### config.mk
export PLATFORM = sky130hd
export DESIGN_NAME = hfm_host_port
export DESIGN_NICKNAME = d
export VERILOG_FILES = /design/src/rtl/hfm_pkg.sv /design/src/rtl/hfm_fifo.sv /design/src/rtl/hfm_mbox.sv /design/src/rtl/hfm_host_port.sv
export SDC_FILE = /design/constraint.sdc
export NUM_CORES = 1
export LEC_CHECK = 0
export ABC_AREA = 1
export BUFFER_PORTS_ARGS = -buffer_cell sky130_fd_sc_hd__buf_4
export CELL_PAD_IN_SITES_DETAIL_PLACEMENT = 1
export CELL_PAD_IN_SITES_GLOBAL_PLACEMENT = 1
export CORE_ASPECT_RATIO = 0.8
export CORE_MARGIN = 2
export CORE_UTILIZATION = 40
export CTS_BUF_LIST = sky130_fd_sc_hd__clkbuf_8
export DETAILED_ROUTE_END_ITERATION = 7
export GPL_TIMING_DRIVEN = 0
export PLACE_DENSITY_LB_ADDON = 0.12
export SLEW_MARGIN = 20
export SYNTH_ARGS = -nofsm -noshare
export SYNTH_HDL_FRONTEND = slang
export SYNTH_SLANG_ARGS = --single-unit
### constraint.sdc
create_clock -name clk -period 3.3 [get_ports clk]
set_input_delay 0.165 -clock clk [delete_from_list [all_inputs] [get_ports clk]]
set_output_delay 0.165 -clock clk [all_outputs]
set_load 0.005 [all_outputs]
### src/rtl/hfm_pkg.sv
package hfm_pkg;

  // Host register offsets
  localparam logic [2:0] ADR_DATA  = 3'd0;
  localparam logic [2:0] ADR_STAT  = 3'd2;
  localparam logic [2:0] ADR_MBOX  = 3'd3;
  localparam logic [2:0] ADR_RESET = 3'd7;

  // Enable-byte bit positions (layout differs from status)
  localparam int EN_RBSEL     = 7;
  localparam int EN_IN_MAIL   = 6;
  localparam int EN_IN_FULL   = 5;
  localparam int EN_IN_EMPTY  = 3;
  localparam int EN_OUT_FULL  = 2;
  localparam int EN_OUT_EMPTY = 0;

  // Status byte, MSB first: 0x80 down to 0x01
  typedef struct packed {
    logic out_mail_pend;
    logic out_full;
    logic in_empty;
    logic out_half;
    logic in_half;
    logic in_mail_full;
    logic in_full;
    logic out_empty;
  } hfm_status_t;

  // Mailboxes carry six bits; the two low bits are forced to zero
  function automatic logic [7:0] mbox_trim(input logic [7:0] d);
    return {d[7:2], 2'b00};
  endfunction

endpackage

### src/rtl/hfm_fifo.sv
module hfm_fifo #(
  parameter int DW = 16,
  parameter int AW = 4,
  parameter int SW = 2
) (
  input  logic          clk,
  input  logic          rst_n,
  input  logic          clr,
  input  logic [SW-1:0] strap,
  input  logic          push,
  input  logic [DW-1:0] wdata,
  input  logic          pop,
  output logic [DW-1:0] rdata,
  output logic          full,
  output logic          empty,
  output logic          half
);

  localparam int DEPTH = 1 << AW;

  logic [DW-1:0] mem [DEPTH];
  logic [AW-1:0] wp, rp;
  logic [AW:0]   count;
  logic [AW:0]   cap_w;
  logic [AW:0]   capm1;
  logic          do_push, do_pop;

  // Usable capacity from the strap
  always_comb begin
    if (int'(strap) >= AW) cap_w = (AW+1)'(1);
    else                   cap_w = (AW+1)'(1) << (AW - int'(strap));
    capm1 = cap_w - (AW+1)'(1);
  end

  assign full    = (count >= cap_w);
  assign empty   = (count == '0);
  assign half    = (count >= (cap_w >> 1));
  assign do_push = push && !full;
  assign do_pop  = pop && !empty;
  assign rdata   = mem[rp];

  always_ff @(posedge clk) begin
    if (do_push) mem[wp] <= wdata;
  end

  always_ff @(posedge clk or negedge rst_n) begin
    if (!rst_n) begin
      wp    <= '0;
      rp    <= '0;
      count <= '0;
    end else if (clr) begin
      wp    <= '0;
      rp    <= '0;
      count <= '0;
    end else begin
      if (do_push) wp <= (wp + 1'b1) & capm1[AW-1:0];
      if (do_pop)  rp <= (rp + 1'b1) & capm1[AW-1:0];
      case ({do_push, do_pop})
        2'b10:   count <= count + 1'b1;
        2'b01:   count <= count - 1'b1;
        default: count <= count;
      endcase
    end
  end

  AST_FIFO_BOUND: assert property (@(posedge clk) disable iff (!rst_n)
    count <= cap_w) else $error("fifo count above capacity");

  AST_FIFO_DROP_FULL: assert property (@(posedge clk) disable iff (!rst_n)
    (push && full && !pop && !clr) |=> (count == $past(count)))
    else $error("push into full fifo changed count");

endmodule

### src/rtl/hfm_mbox.sv
module hfm_mbox
  import hfm_pkg::*;
(
  input  logic       clk,
  input  logic       rst_n,
  input  logic       clr,
  input  logic       host_wr,
  input  logic       host_rd,
  input  logic [7:0] host_wdata,
  input  logic       rb_sel,
  output logic [7:0] host_rdata,
  input  logic       brd_wr,
  input  logic [7:0] brd_wdata,
  input  logic       brd_rd,
  output logic [7:0] out_mail,
  output logic       out_pend,
  output logic       in_full
);

  logic [7:0] in_mail;
  logic       host_in_read;

  assign host_in_read = host_rd && !rb_sel;
  assign host_rdata   = rb_sel ? out_mail : in_mail;

  // Outbound: host writes, board reads; contents survive the board read
  always_ff @(posedge clk or negedge rst_n) begin
    if (!rst_n) begin
      out_mail <= '0;
      out_pend <= 1'b0;
    end else if (clr) begin
      out_mail <= '0;
      out_pend <= 1'b0;
    end else if (host_wr) begin
      out_mail <= mbox_trim(host_wdata);
      out_pend <= 1'b1;
    end else if (brd_rd) begin
      out_pend <= 1'b0;
    end
  end

  // Inbound: board writes, host reads; read drops only the flag
  always_ff @(posedge clk or negedge rst_n) begin
    if (!rst_n) begin
      in_mail <= '0;
      in_full <= 1'b0;
    end else if (clr) begin
      in_mail <= '0;
      in_full <= 1'b0;
    end else if (brd_wr) begin
      in_mail <= mbox_trim(brd_wdata);
      in_full <= 1'b1;
    end else if (host_in_read) begin
      in_full <= 1'b0;
    end
  end

  AST_MB_LOW_ZERO: assert property (@(posedge clk) disable iff (!rst_n)
    host_rdata[1:0] == 2'b00) else $error("mailbox low bits not zero");

  AST_MB_KEEP_ON_READ: assert property (@(posedge clk) disable iff (!rst_n)
    (brd_rd && !host_wr && !clr) |=> ((out_mail == $past(out_mail)) && !out_pend))
    else $error("board read altered outbound mailbox");

  AST_MB_IN_CLEAR: assert property (@(posedge clk) disable iff (!rst_n)
    (host_in_read && !brd_wr && !clr) |=> !in_full)
    else $error("host read left inbound mailbox full");

endmodule

### src/rtl/hfm_host_port.sv
module hfm_host_port
  import hfm_pkg::*;
#(
  parameter int DW = 16,
  parameter int AW = 4,
  parameter int SW = 2
) (
  input  logic          clk,
  input  logic          rst_n,
  input  logic          wide_mode,
  input  logic [SW-1:0] depth_strap,
  input  logic [2:0]    host_addr,
  input  logic          host_wr,
  input  logic          host_rd,
  input  logic [DW-1:0] host_wdata,
  output logic [DW-1:0] host_rdata,
  output logic          host_irq,
  output logic          brd_reset,
  input  logic          brd_out_pop,
  output logic [DW-1:0] brd_out_data,
  output logic          brd_out_valid,
  input  logic          brd_in_push,
  input  logic [DW-1:0] brd_in_data,
  output logic          brd_in_ready,
  input  logic          brd_mail_wr,
  input  logic [7:0]    brd_mail_wdata,
  input  logic          brd_mail_rd,
  output logic [7:0]    brd_out_mail,
  output logic          brd_out_mail_pend,
  output logic          brd_in_mail_full
);

  localparam int HB = DW / 2;

  // Narrow mode keeps the low byte only
  function automatic logic [DW-1:0] lane_trim(input logic [DW-1:0] d, input logic wide);
    return wide ? d : {{(DW-HB){1'b0}}, d[HB-1:0]};
  endfunction

  // Named decode events
  logic soft_rst, data_wr, data_rd, stat_wr, mbox_wr, mbox_rd;
  assign soft_rst = host_wr && (host_addr == ADR_RESET);
  assign data_wr  = host_wr && (host_addr == ADR_DATA);
  assign data_rd  = host_rd && (host_addr == ADR_DATA);
  assign stat_wr  = host_wr && (host_addr == ADR_STAT);
  assign mbox_wr  = host_wr && (host_addr == ADR_MBOX);
  assign mbox_rd  = host_rd && (host_addr == ADR_MBOX);

  // Enable byte, kept as its meaningful bits only
  logic       rbsel_q;
  logic [4:0] ien_q;   // {in_mail, in_full, in_empty, out_full, out_empty}

  always_ff @(posedge clk or negedge rst_n) begin
    if (!rst_n) begin
      rbsel_q   <= 1'b0;
      ien_q     <= '0;
      brd_reset <= 1'b0;
    end else begin
      brd_reset <= soft_rst;
      if (soft_rst) begin
        rbsel_q <= 1'b0;
        ien_q   <= '0;
      end else if (stat_wr) begin
        rbsel_q <= host_wdata[EN_RBSEL];
        ien_q   <= {host_wdata[EN_IN_MAIL], host_wdata[EN_IN_FULL],
                    host_wdata[EN_IN_EMPTY], host_wdata[EN_OUT_FULL],
                    host_wdata[EN_OUT_EMPTY]};
      end
    end
  end

  // FIFOs
  logic          out_full, out_empty, out_half;
  logic          in_full, in_empty, in_half;
  logic [DW-1:0] in_head;

  hfm_fifo #(.DW(DW), .AW(AW), .SW(SW)) u_out_fifo (
    .clk   (clk),
    .rst_n (rst_n),
    .clr   (soft_rst),
    .strap (depth_strap),
    .push  (data_wr),
    .wdata (lane_trim(host_wdata, wide_mode)),
    .pop   (brd_out_pop),
    .rdata (brd_out_data),
    .full  (out_full),
    .empty (out_empty),
    .half  (out_half)
  );

  hfm_fifo #(.DW(DW), .AW(AW), .SW(SW)) u_in_fifo (
    .clk   (clk),
    .rst_n (rst_n),
    .clr   (soft_rst),
    .strap (depth_strap),
    .push  (brd_in_push),
    .wdata (lane_trim(brd_in_data, wide_mode)),
    .pop   (data_rd),
    .rdata (in_head),
    .full  (in_full),
    .empty (in_empty),
    .half  (in_half)
  );

  assign brd_out_valid = !out_empty;
  assign brd_in_ready  = !in_full;

  // Mailboxes
  logic [7:0] mbox_rdata;

  hfm_mbox u_mbox (
    .clk        (clk),
    .rst_n      (rst_n),
    .clr        (soft_rst),
    .host_wr    (mbox_wr),
    .host_rd    (mbox_rd),
    .host_wdata (host_wdata[7:0]),
    .rb_sel     (rbsel_q),
    .host_rdata (mbox_rdata),
    .brd_wr     (brd_mail_wr),
    .brd_wdata  (brd_mail_wdata),
    .brd_rd     (brd_mail_rd),
    .out_mail   (brd_out_mail),
    .out_pend   (brd_out_mail_pend),
    .in_full    (brd_in_mail_full)
  );

  // Status byte
  hfm_status_t status;
  always_comb begin
    status.out_mail_pend = brd_out_mail_pend;
    status.out_full      = out_full;
    status.in_empty      = in_empty;
    status.out_half      = out_half;
    status.in_half       = in_half;
    status.in_mail_full  = brd_in_mail_full;
    status.in_full       = in_full;
    status.out_empty     = out_empty;
  end

  // Interrupt: each enable paired with its own condition
  logic [4:0] irq_cond;
  assign irq_cond = {brd_in_mail_full, in_full, in_empty, out_full, out_empty};
  assign host_irq = |(ien_q & irq_cond);

  // Host read mux
  always_comb begin
    case (host_addr)
      ADR_DATA: host_rdata = in_empty ? '0 : lane_trim(in_head, wide_mode);
      ADR_STAT: host_rdata = {{(DW-8){1'b0}}, status};
      ADR_MBOX: host_rdata = {{(DW-8){1'b0}}, mbox_rdata};
      default:  host_rdata = '0;
    endcase
  end

  AST_RESET_QUIET: assert property (@(posedge clk) disable iff (!rst_n)
    soft_rst |=> (!host_irq && !brd_out_valid && brd_reset))
    else $error("reset write left activity");

  AST_NARROW_UPPER: assert property (@(posedge clk) disable iff (!rst_n)
    (!wide_mode && data_rd) |-> (host_rdata[DW-1:HB] == '0))
    else $error("narrow read upper byte nonzero");

  AST_EMPTY_READ_ZERO: assert property (@(posedge clk) disable iff (!rst_n)
    (data_rd && in_empty) |-> (host_rdata == '0))
    else $error("empty data read nonzero");

endmodule

==> results.toml, run 1 <==
[outcome]
run_status = "finished, final reports clean"

[route]
wl_per_cell_um = 25.9
drt_iter0_markers = 1948
wl_mm = 77.7
drt-pass1-iter-count = 5
ant_nets = 0
drc = 0
vias = 16970
via_per_inst = 5.66

[grt]
groute.usage.overall_pct = 26.3
overflow = 0
grt_max_degree = 48
grt_pass1_wl_mm = 115
grtUsageMet1_pct = 40.7
antenna_found_initial = 4
grt_pass1_vias = 17485
met3_usage_pct = 4.39
busiest_layer = "met1"
grt_use_met2_pct = 38.2

[placed_design]
io_buffers = 93
hpwl_mm = 51.7
gp_congestion = 0.829

[critical_path]
required_ps = 3130
critPathLaunchType = "flop"
cp-end-kind = "output pin"
critical_path_arrival_ps = 3030
crit_fanout = 10
crit_type = "flop to output pin"

[clock_network]
clk_pin_slew_worst_paths_ps = 60
numCtsBuffers = 91
cts_tree = "done"
htreeDepth = 3
cts.sinks = 559
cts_root_buf = "clkbuf_8"
worstSkewPairLatency_ps = 700
cts_max_path_buffers = 3
post_cts_buffers = 0

[synthesis]
synthesis.instances = 1903
synth_top_area_share_pct = 66.2
ys_top_cells_by_count = "edfxtp_1 (512), nand2_1 (267), o21ai_0 (261)"
yosys-top-cells-area = "edfxtp_1 (66%), o21ai_0 (5.6%), dfrtp_1 (5.1%), nand2_1 (4.3%), nor2_1 (3.7%)"
syn-cell-area_um2 = 23200
syn_area_per_cell_um2 = 12.2
seq_area_frac_synth_pct = 71.3
synth_cell_types = 52
async_reset_ff_share_pct = 8.41
yosys_warnings = 0
yosys.area.top_type = "edfxtp_1"
synth_edf_count = 512
synthFlopType = "edfxtp_1"
yosysMostFrequentCell = "edfxtp_1"
ys_seq_elements = 559

[sta]
fin_crit_sh_pct = 96.7
setup_viol = 0
rsz0062_at_grt = "true"
drv_slew = 0
finClkSkew_ps = 39.1
slew_headroom_pct = 31.9
period_needed_ps = 3190
max_freq_mhz = 313
finalHoldViolCount = 0
worst_pin_slew_ps = 1020

[floorplan]
std_cell_rows = 78
dieArea_um2 = 60000
core_area_um2 = 57000
fp.dieW_um = 273
io_pins = 100
initial_core_util_pct = 40.7
dieHeight_um = 220

[finish]
syn2layout_area_growth_pct = 18.1
fin_util_pct = 48.1
nets = 2239
layout-drive-gt1-share_pct = 16.2

[min_path]
worstHoldPathType = "input port to flop"

[pwr]
ir_drop_mv = 0.309
static-leakage-power_nw = 9.99
pwr_density_cell_nw_per_um2 = 775
finalPower_w = 0.0213

[flow_run]
cap_viol_max_count = 0
report_power, final:
group / leakage [nW] / switching, W / internal, W
registers: 5.25 / 0.000238 / 0.00809
clock network: 0.991 / 0.00286 / 0.00269
logic: 3.75 / 0.00530 / 0.00208
total: 9.99 / 0.00840 / 0.0129
stage by stage:
step / cells / setup slack (ps) / hold slack [ps] / instance area (um^2) / TNS (ps)
after floorplan: 1906 / 768 / -131 / 23200 / 0
after global placement: 2759 / -571 / 263 / 24900 / -170330
after detailed placement: 2779 / 152 / 269 / 25300 / 0
after CTS: 2993 / 17.8 / 9.47 / 27400 / 0
after global routing: 2994 / -54.7 / 61.4 / 27400 / -54.7
final: 2996 / 108 / 42.7 / 27400 / 0
area by class of cell:
class,count,area [um^2]
diodes,3,7.51
plain buffers,106,488
clock buffers,96,1320
clock inverters,75,313
fillers,6033,29600
inverters,101,383
multi-input cells,1140,6020
flip-flops and latches,559,16600
well taps,760,951
repair buffers,156,1400
worst paths after layout:
kind	start	endpoint	cells after the start	slack (ps)
max	u_in_fifo.rp[0]	host_rdata[5]	10	110
min	brd_in_push	u_in_fifo.wp[0]	4	40
max reg2reg	u_out_fifo.count[3]	u_out_fifo.mem[12][8]	9	260
min reg2reg	ien_q[1]	ien_q[1]	2	520
max in group asynchronous	rst_n	u_in_fifo.rp[2]	2	2700
min in group asynchronous	rst_n	u_out_fifo.count[4]	2	60
cell families (layout without fill, tap and decap cells):
kind of cell	after synthesis	count (layout)	synth area share (%)
buf+inv	207	534	3.59
other cells	1	7	0.0161
flops	559	559	71.3
mux	3	3	0.135
compound gates	479	479	11.9
fa+ha+maj	30	30	1.62
xor+xnor	4	4	0.151
simple gates	620	620	11.3
cell usage in the layout, fill, tap and decap left out, types with 7 or more instances in the layout:
cell type | Yosys | routed
o211ai_1 | 9 | 9
dfrtp_1 | 47 | 47
ha_1 | 30 | 30
nor2_1 | 231 | 199
clkbuf_2 | 0 | 24
a221oi_1 | 20 | 17
nand2_1 | 267 | 267
a21oi_1 | 66 | 66
dlygate4sd3_1 | 0 | 43
buf_2 | 28 | 27
nand3_1 | 80 | 80
clkinv_1 | 2 | 21
inv_2 | 17 | 17
a21boi_1 | 7 | 7
clkbuf_8 | 0 | 96
nor2_2 | 5 | 25
o221ai_1 | 38 | 38
inv_1 | 81 | 123
o21ai_0 | 261 | 261
edfxtp_1 | 512 | 512
nand4_1 | 13 | 13
nor2_4 | 2 | 14
buf_8 | 0 | 11
clkbuf_1 | 69 | 46
o22ai_1 | 57 | 56
buf_4 | 5 | 98
clkinv_2 | 0 | 10
buf_6 | 0 | 9
worst max-delay path, stage by stage (launching register included):
cell,delay (ps)
dfrtp_1,360
buf_2,230
buf_4,210
buf_2,340
o21ai_0,180
o22ai_1,210
o21ai_0,110
nand2_1,160
nand3_1,120
o211ai_1,210
buf_4,190
what timing repair did:
action | in CTS | in global routing
resized for setup | 17 | 27
endpoints found under the setup margin | 19 | 21
cloned | 0 | 0
hold endpoints to repair | 339 | 0
hold buffers | 43 | 0
state kept, by name, indices dropped and copies added (netlist names), 5 cells and up:
register / flops
u_mbox.in_mail: 6
u_mbox.out_mail: 6
u_out_fifo.count: 5
u_in_fifo.count: 5
u_in_fifo.mem: 256
u_out_fifo.mem: 256
ien_q: 5
per-layer routing:
layer | vias up | routed length (um)
met5 | - | 0
met4 | 0 | 1750
met3 | 128 | 6040
met2 | 719 | 33200
met1 | 8660 | 36800
li1 | 7463 | -
Note: power is estimated with default switching activity, not from simulation.
==> run 2, diff against run 1 <==
- CORE_ASPECT_RATIO: 0.8 -> 2
==> run 2 against run 1 <==
  * Power decreased by 1.8%
  * Flip-flop and latch count unchanged
  * Design area is 0.36% lower
  * Combinational power shrank 3.3%
  * Sequential power about the same
  * Fmax decreased by 0.53%
  * Final cell count is 0.83% lower
==> results.toml, run 2 (same netlist as run 1, synthesis figures left out) <==
[outcome]
run_status = "finished, final reports clean"

[pwr]
static-leakage-power_nw = 9.81
pwr_density_cell_nw_per_um2 = 764
ir_drop_mv = 0.536

[placed_design]
gp_congestion = 0.812
placed_area_um2 = 25300
dp_slack_ps = 328
hpwl_mm = 49.1
io_buffers = 93

[sta]
period_needed_ps = 3210
fin_crit_sh_pct = 97.2
finalHoldViolCount = 0
setup_viol = 0
rsz0062_at_grt = "false"
max_freq_mhz = 312
drv_slew = 0
slew_headroom_pct = 45.7
finClkSkew_ps = 35.4
setup_ws_ps = 91.5
hold_ws_ps = 73.0
worst_pin_slew_ps = 815

[flow_run]
cap_viol_max_count = 0

[critical_path]
r2r_start = "u_out_fifo.count[3]"
crit_chain = "buf_2, clkbuf_2, o21ai_0, o22ai_1, o22ai_1, nand2_1, nand3_1, o21ai_0, buf_4"
cpMaxStageDelayCell = "dfrtp_1"
critical_path_arrival_ps = 3040
cpPeakStageDelay_ps = 450
crit_fanout = 10
required_ps = 3130
startpoint = "u_in_fifo.rp[1]"
crit_family = "buffers and inverters"
cp-end-kind = "output pin"
critPathLaunchType = "flop"
cp_num_buf_inv = 3
crit_type = "flop to output pin"

[clock_network]
cts_root_buf = "clkbuf_8"
cts.sinks = 559
cts_max_path_buffers = 3
clk_pin_slew_worst_paths_ps = 70
worstSkewPairLatency_ps = 670
numCtsBuffers = 83
cts_tree = "done"
post_cts_buffers = 0
htreeDepth = 3

[floorplan]
initial_core_util_pct = 40.2
fp.dieW_um = 174
dieArea_um2 = 60100
dieHeight_um = 345
std_cell_rows = 125
io_pins = 100
core_area_um2 = 57700

[finish]
final_area_um2 = 27300
largest_registers = "u_in_fifo.mem x256, u_out_fifo.mem x256"
final_common_cell = "edfxtp_1"
layout-drive-gt1-share_pct = 15.8
fin_util_pct = 47.4
layout_common_cells = "edfxtp_1 (512), nand2_1 (267), o21ai_0 (261)"
nets = 2224
syn2layout_area_growth_pct = 17.7

[min_path]
worstHoldPathType = "input port to flop"
hp-start = "brd_in_push"

[grt]
grt_max_degree = 48
groute.usage.overall_pct = 24.8
antenna_found_initial = 1
overflow = 0
grt_pass1_wl_mm = 110
grt_pass1_vias = 16776

[route]
wl_mm = 74.4
via_per_inst = 5.50
drc = 0
ant_nets = 0
drt_iter0_markers = 1188
wl_per_cell_um = 25.0
drt-pass1-iter-count = 5
vias = 16329
run 2: cell types whose count changed in the layout (fill, tap and decap cells not counted), sizes merged:
cell         change
clkinvlp         +5
diode            -2
buf              -2
inv             -23
bufinv           +2
clkinv           +5
clkbuf           -7
dlygate4sd3      -5
run 2: repair_timing:
action	in CTS	in global routing
setup endpoints to repair	9	19
endpoints found under the hold margin	334	0
hold buffers	38	0
gates resized for setup	11	21
run 2: cell type report:
cell class	count	area [um^2]
tap	762	953
buffer	106	479
inverter	101	383
clock buffer	89	1220
fill	6020	30400
sequential	559	16600
antenna	1	2.50
timing repair buffer	149	1360
multi-input combinational	1140	6030
clock inverter	64	342
run 2: worst paths after layout:
kind / endpoint / slack (ps) / cells after the start
min in group asynchronous: u_out_fifo.count[0] / 80 / 2
setup / recovery: host_rdata[1] / 90 / 9
hold reg to reg: ien_q[3] / 510 / 2
max in group asynchronous: u_out_fifo.rp[0] / 2750 / 2
setup reg to reg: u_out_fifo.mem[8][4] / 440 / 9
hold / removal: u_in_fifo.wp[0] / 70 / 4
run 2: routing by layer:
metal	vias to the layer above	global-route usage, %	wire length, um
li1	7423	-	-
met1	8290	35.0	33300
met2	500	40.1	35200
met3	116	3.34	3970
met4	0	8.02	1850
met5	-	0	0
run 2: tightest hold or removal path, cell delays in order:
cell	delay, ps
buf_4	90
nand4_4	160
nand2_2	180
o21ai_0	90
run 2: power by group:
group / leakage, nW / internal, W / total, W / switching (W)
Sequential: 5.25 / 0.00808 / 0.00832 / 0.000241
Clock: 0.856 / 0.00267 / 0.00542 / 0.00275
Combinational: 3.71 / 0.00206 / 0.00714 / 0.00508
Total: 9.81 / 0.0128 / 0.0209 / 0.00807
run 2: stage by stage:
step                cells  setup TNS, ps  power [W]
finish               2971              0     0.0209
global route         2971              0     0.0220
CTS                  2970              0     0.0210
detailed placement   2779              0     0.0155
global placement     2761        -167970     0.0153
floorplan            1906              0     0.0123
==> run 3, diff against run 2 <==
- CORE_UTILIZATION: 40 -> 35
==> run 3 against run 2 <==
  * Register-to-register slack got worse by 70 ps
  * Critical path depth shrank 3
  * First-iteration DRC count decreased by 20%
  * Design area is 1.1% higher
  * Fmax fell by 0.52%
  * Clock-buffer cell count stayed put
  * Setup slack worse by 17 ps
  * Global-route usage grew 0.18 points
  * Combinational power increased by 6.3%
  * Sequential share of layout area fell by 0.67 points
  * Power rose by 3.0%
  * Clock power grew 3%
  * Critical path type unchanged
  * Critical endpoint is now host_rdata[5]
  * Largest power group unchanged
  * Highest routed layer is now met5
==> results.toml, run 3 (same netlist as run 1, synthesis figures left out) <==
[outcome]
run_status = "finished, final reports clean"

[route]
wl_mm = 84.7
drt-pass1-iter-count = 5
drt_iter0_markers = 945
wl_per_cell_um = 27.5
vias = 16529
via_per_inst = 5.37
drc = 0
ant_nets = 0

[clock_network]
htreeDepth = 3
cts_tree = "done"
cts.sinks = 559
cts_root_buf = "clkbuf_8"
clk_pin_slew_worst_paths_ps = 70
worstSkewPairLatency_ps = 690
post_cts_buffers = 0
cts_max_path_buffers = 3
numCtsBuffers = 84

[placed_design]
gp_congestion = 0.840
hpwl_mm = 61.1
placed_area_um2 = 25600
io_buffers = 93

[pwr]
p_comb_share_pct = 35.3
p_sw_w = 0.00846
static-leakage-power_nw = 9.89
pwr_density_cell_nw_per_um2 = 778
clkPwrFrac_pct = 25.9
p_seq_share_pct = 38.8
p_int_w = 0.0130
ir_drop_mv = 0.307
switching_share_pct = 39.3

[critical_path]
cp-end-kind = "output pin"
cpMaxStageDelayCell = "clkbuf_1"
required_ps = 3130
cp_num_buf_inv = 3
crit_type = "flop to output pin"
cpPeakStageDelay_ps = 710
crit_fanout = 10
critical_path_arrival_ps = 3060
crit_chain = "clkbuf_1, clkbuf_1, nand2_1, nand3_1, o211ai_1, buf_4"
cp_num_cells = 6
cpMostUsedCell = "clkbuf_1"
critPathLaunchType = "flop"
crit_family = "buffers and inverters"
r2r_cells = 8

[floorplan]
dieArea_um2 = 68500
std_cell_rows = 133
io_pins = 100
initial_core_util_pct = 35.3
dieHeight_um = 368
core_area_um2 = 65700
fp.dieW_um = 186

[min_path]
worstHoldPathCells = 3
worstHoldPathType = "input port to flop"

[finish]
layout_common_cells = "edfxtp_1 (512), nand2_1 (267), o21ai_0 (255)"
final_common_cell = "edfxtp_1"
final_area_um2 = 27600
largest_registers = "u_in_fifo.mem x256, u_out_fifo.mem x256"
nets = 2221
fillers = 7061
layout-drive-gt1-share_pct = 16.6
syn2layout_area_growth_pct = 19.0

[flow_run]
cap_viol_max_count = 0

[sta]
finClkSkew_ps = 25.9
hold_ws_ps = 49.8
fin_crit_sh_pct = 97.7
max_freq_mhz = 310
drv_slew = 0
setup_viol = 0
rsz0062_at_grt = "true"
finalHoldViolCount = 0
period_needed_ps = 3230
worst_pin_slew_ps = 932
tns_ps = 0
slew_headroom_pct = 37.8

[grt]
grt_pass1_vias = 17837
antenna_found_initial = 3
grt_max_degree = 48
groute.usage.overall_pct = 25.0
overflow = 0
grt_pass1_wl_mm = 121
==> run 3: cell types whose count changed in the layout (fill, tap and decap cells not counted), moves of 8 or more <==
cell	change
clkbuf_1	-12
clkinv_1	-8
buf_8	-9
nor2_2	-12
nor2_4	+13
clkbuf_2	+11
==> run 3: worst paths after layout <==
check | start | end | slack [ps]
worst max register to register | u_out_fifo.count[4] | u_out_fifo.mem[11][13] | 370
worst min register to register | ien_q[1] | ien_q[1] | 540
worst min-delay path | brd_in_data[15] | u_in_fifo.mem[0][15] | 50
max in group asynchronous | rst_n | u_out_fifo.rp[1] | 2700
min in group asynchronous | rst_n | u_out_fifo.count[4] | 60
worst max-delay path | u_in_fifo.rp[3] | host_rdata[5] | 70
==> run 3: metrics by stage <==
step | total power, W | utilization, % | instances | setup slack (ps)
after global routing | 0.0225 | 42.1 | 3077 | -14.6
after CTS | 0.0217 | 42.0 | 3076 | 5.19
final | 0.0215 | 42.1 | 3077 | 74.9
after global placement | 0.0157 | 38.1 | 2876 | -741
after detailed placement | 0.0160 | 38.9 | 2890 | 216
after floorplan | 0.0123 | - | 1906 | 768
==> run 3: repair_timing <==
item                                    4_1_cts  5_1_grt
endpoints found under the hold margin       335        0
endpoints found under the setup margin       31       21
resized for setup                            38       19
hold buffers                                 38        0
==> run 3: power groups by stage <==
stage / combinational, W / clock [W] / sequential (W)
after floorplan: 0.00391 / 0 / 0.00839
after global placement: 0.00720 / 0 / 0.00849
after detailed placement: 0.00752 / 0 / 0.00849
after CTS: 0.00764 / 0.00569 / 0.00834
after global routing: 0.00821 / 0.00594 / 0.00838
final: 0.00759 / 0.00557 / 0.00835
==> run 3: metal layers <==
metal  share of wire, %  global-route usage (%)
met5              0.015                       0
met4                6.5                    15.5
met3                4.1                    3.60
met2                 55                    47.9
met1                 34                    24.5
==> run 3: worst register-to-register path: stages (launching register included) <==
cell	delay, ps
dfrtp_1	450
ha_1	340
nand2_1	90
inv_1	40
a21oi_1	270
nand3_4	200
inv_2	180
nand2_1	280
nor2_4	680
==> run 3: area by class of cell <==
cell class | instances | area, um^2 | share of cell area [%]
well taps | 877 | 1100 | 3.97
plain buffers | 106 | 502 | 1.82
diodes | 1 | 2.50 | 0.00905
repair buffers | 145 | 1410 | 5.10
clock buffers | 89 | 1220 | 4.43
multi-input cells | 1140 | 6120 | 22.1
flip-flops and latches | 559 | 16600 | 59.9
inverters | 101 | 383 | 1.39
clock inverters | 59 | 355 | 1.29
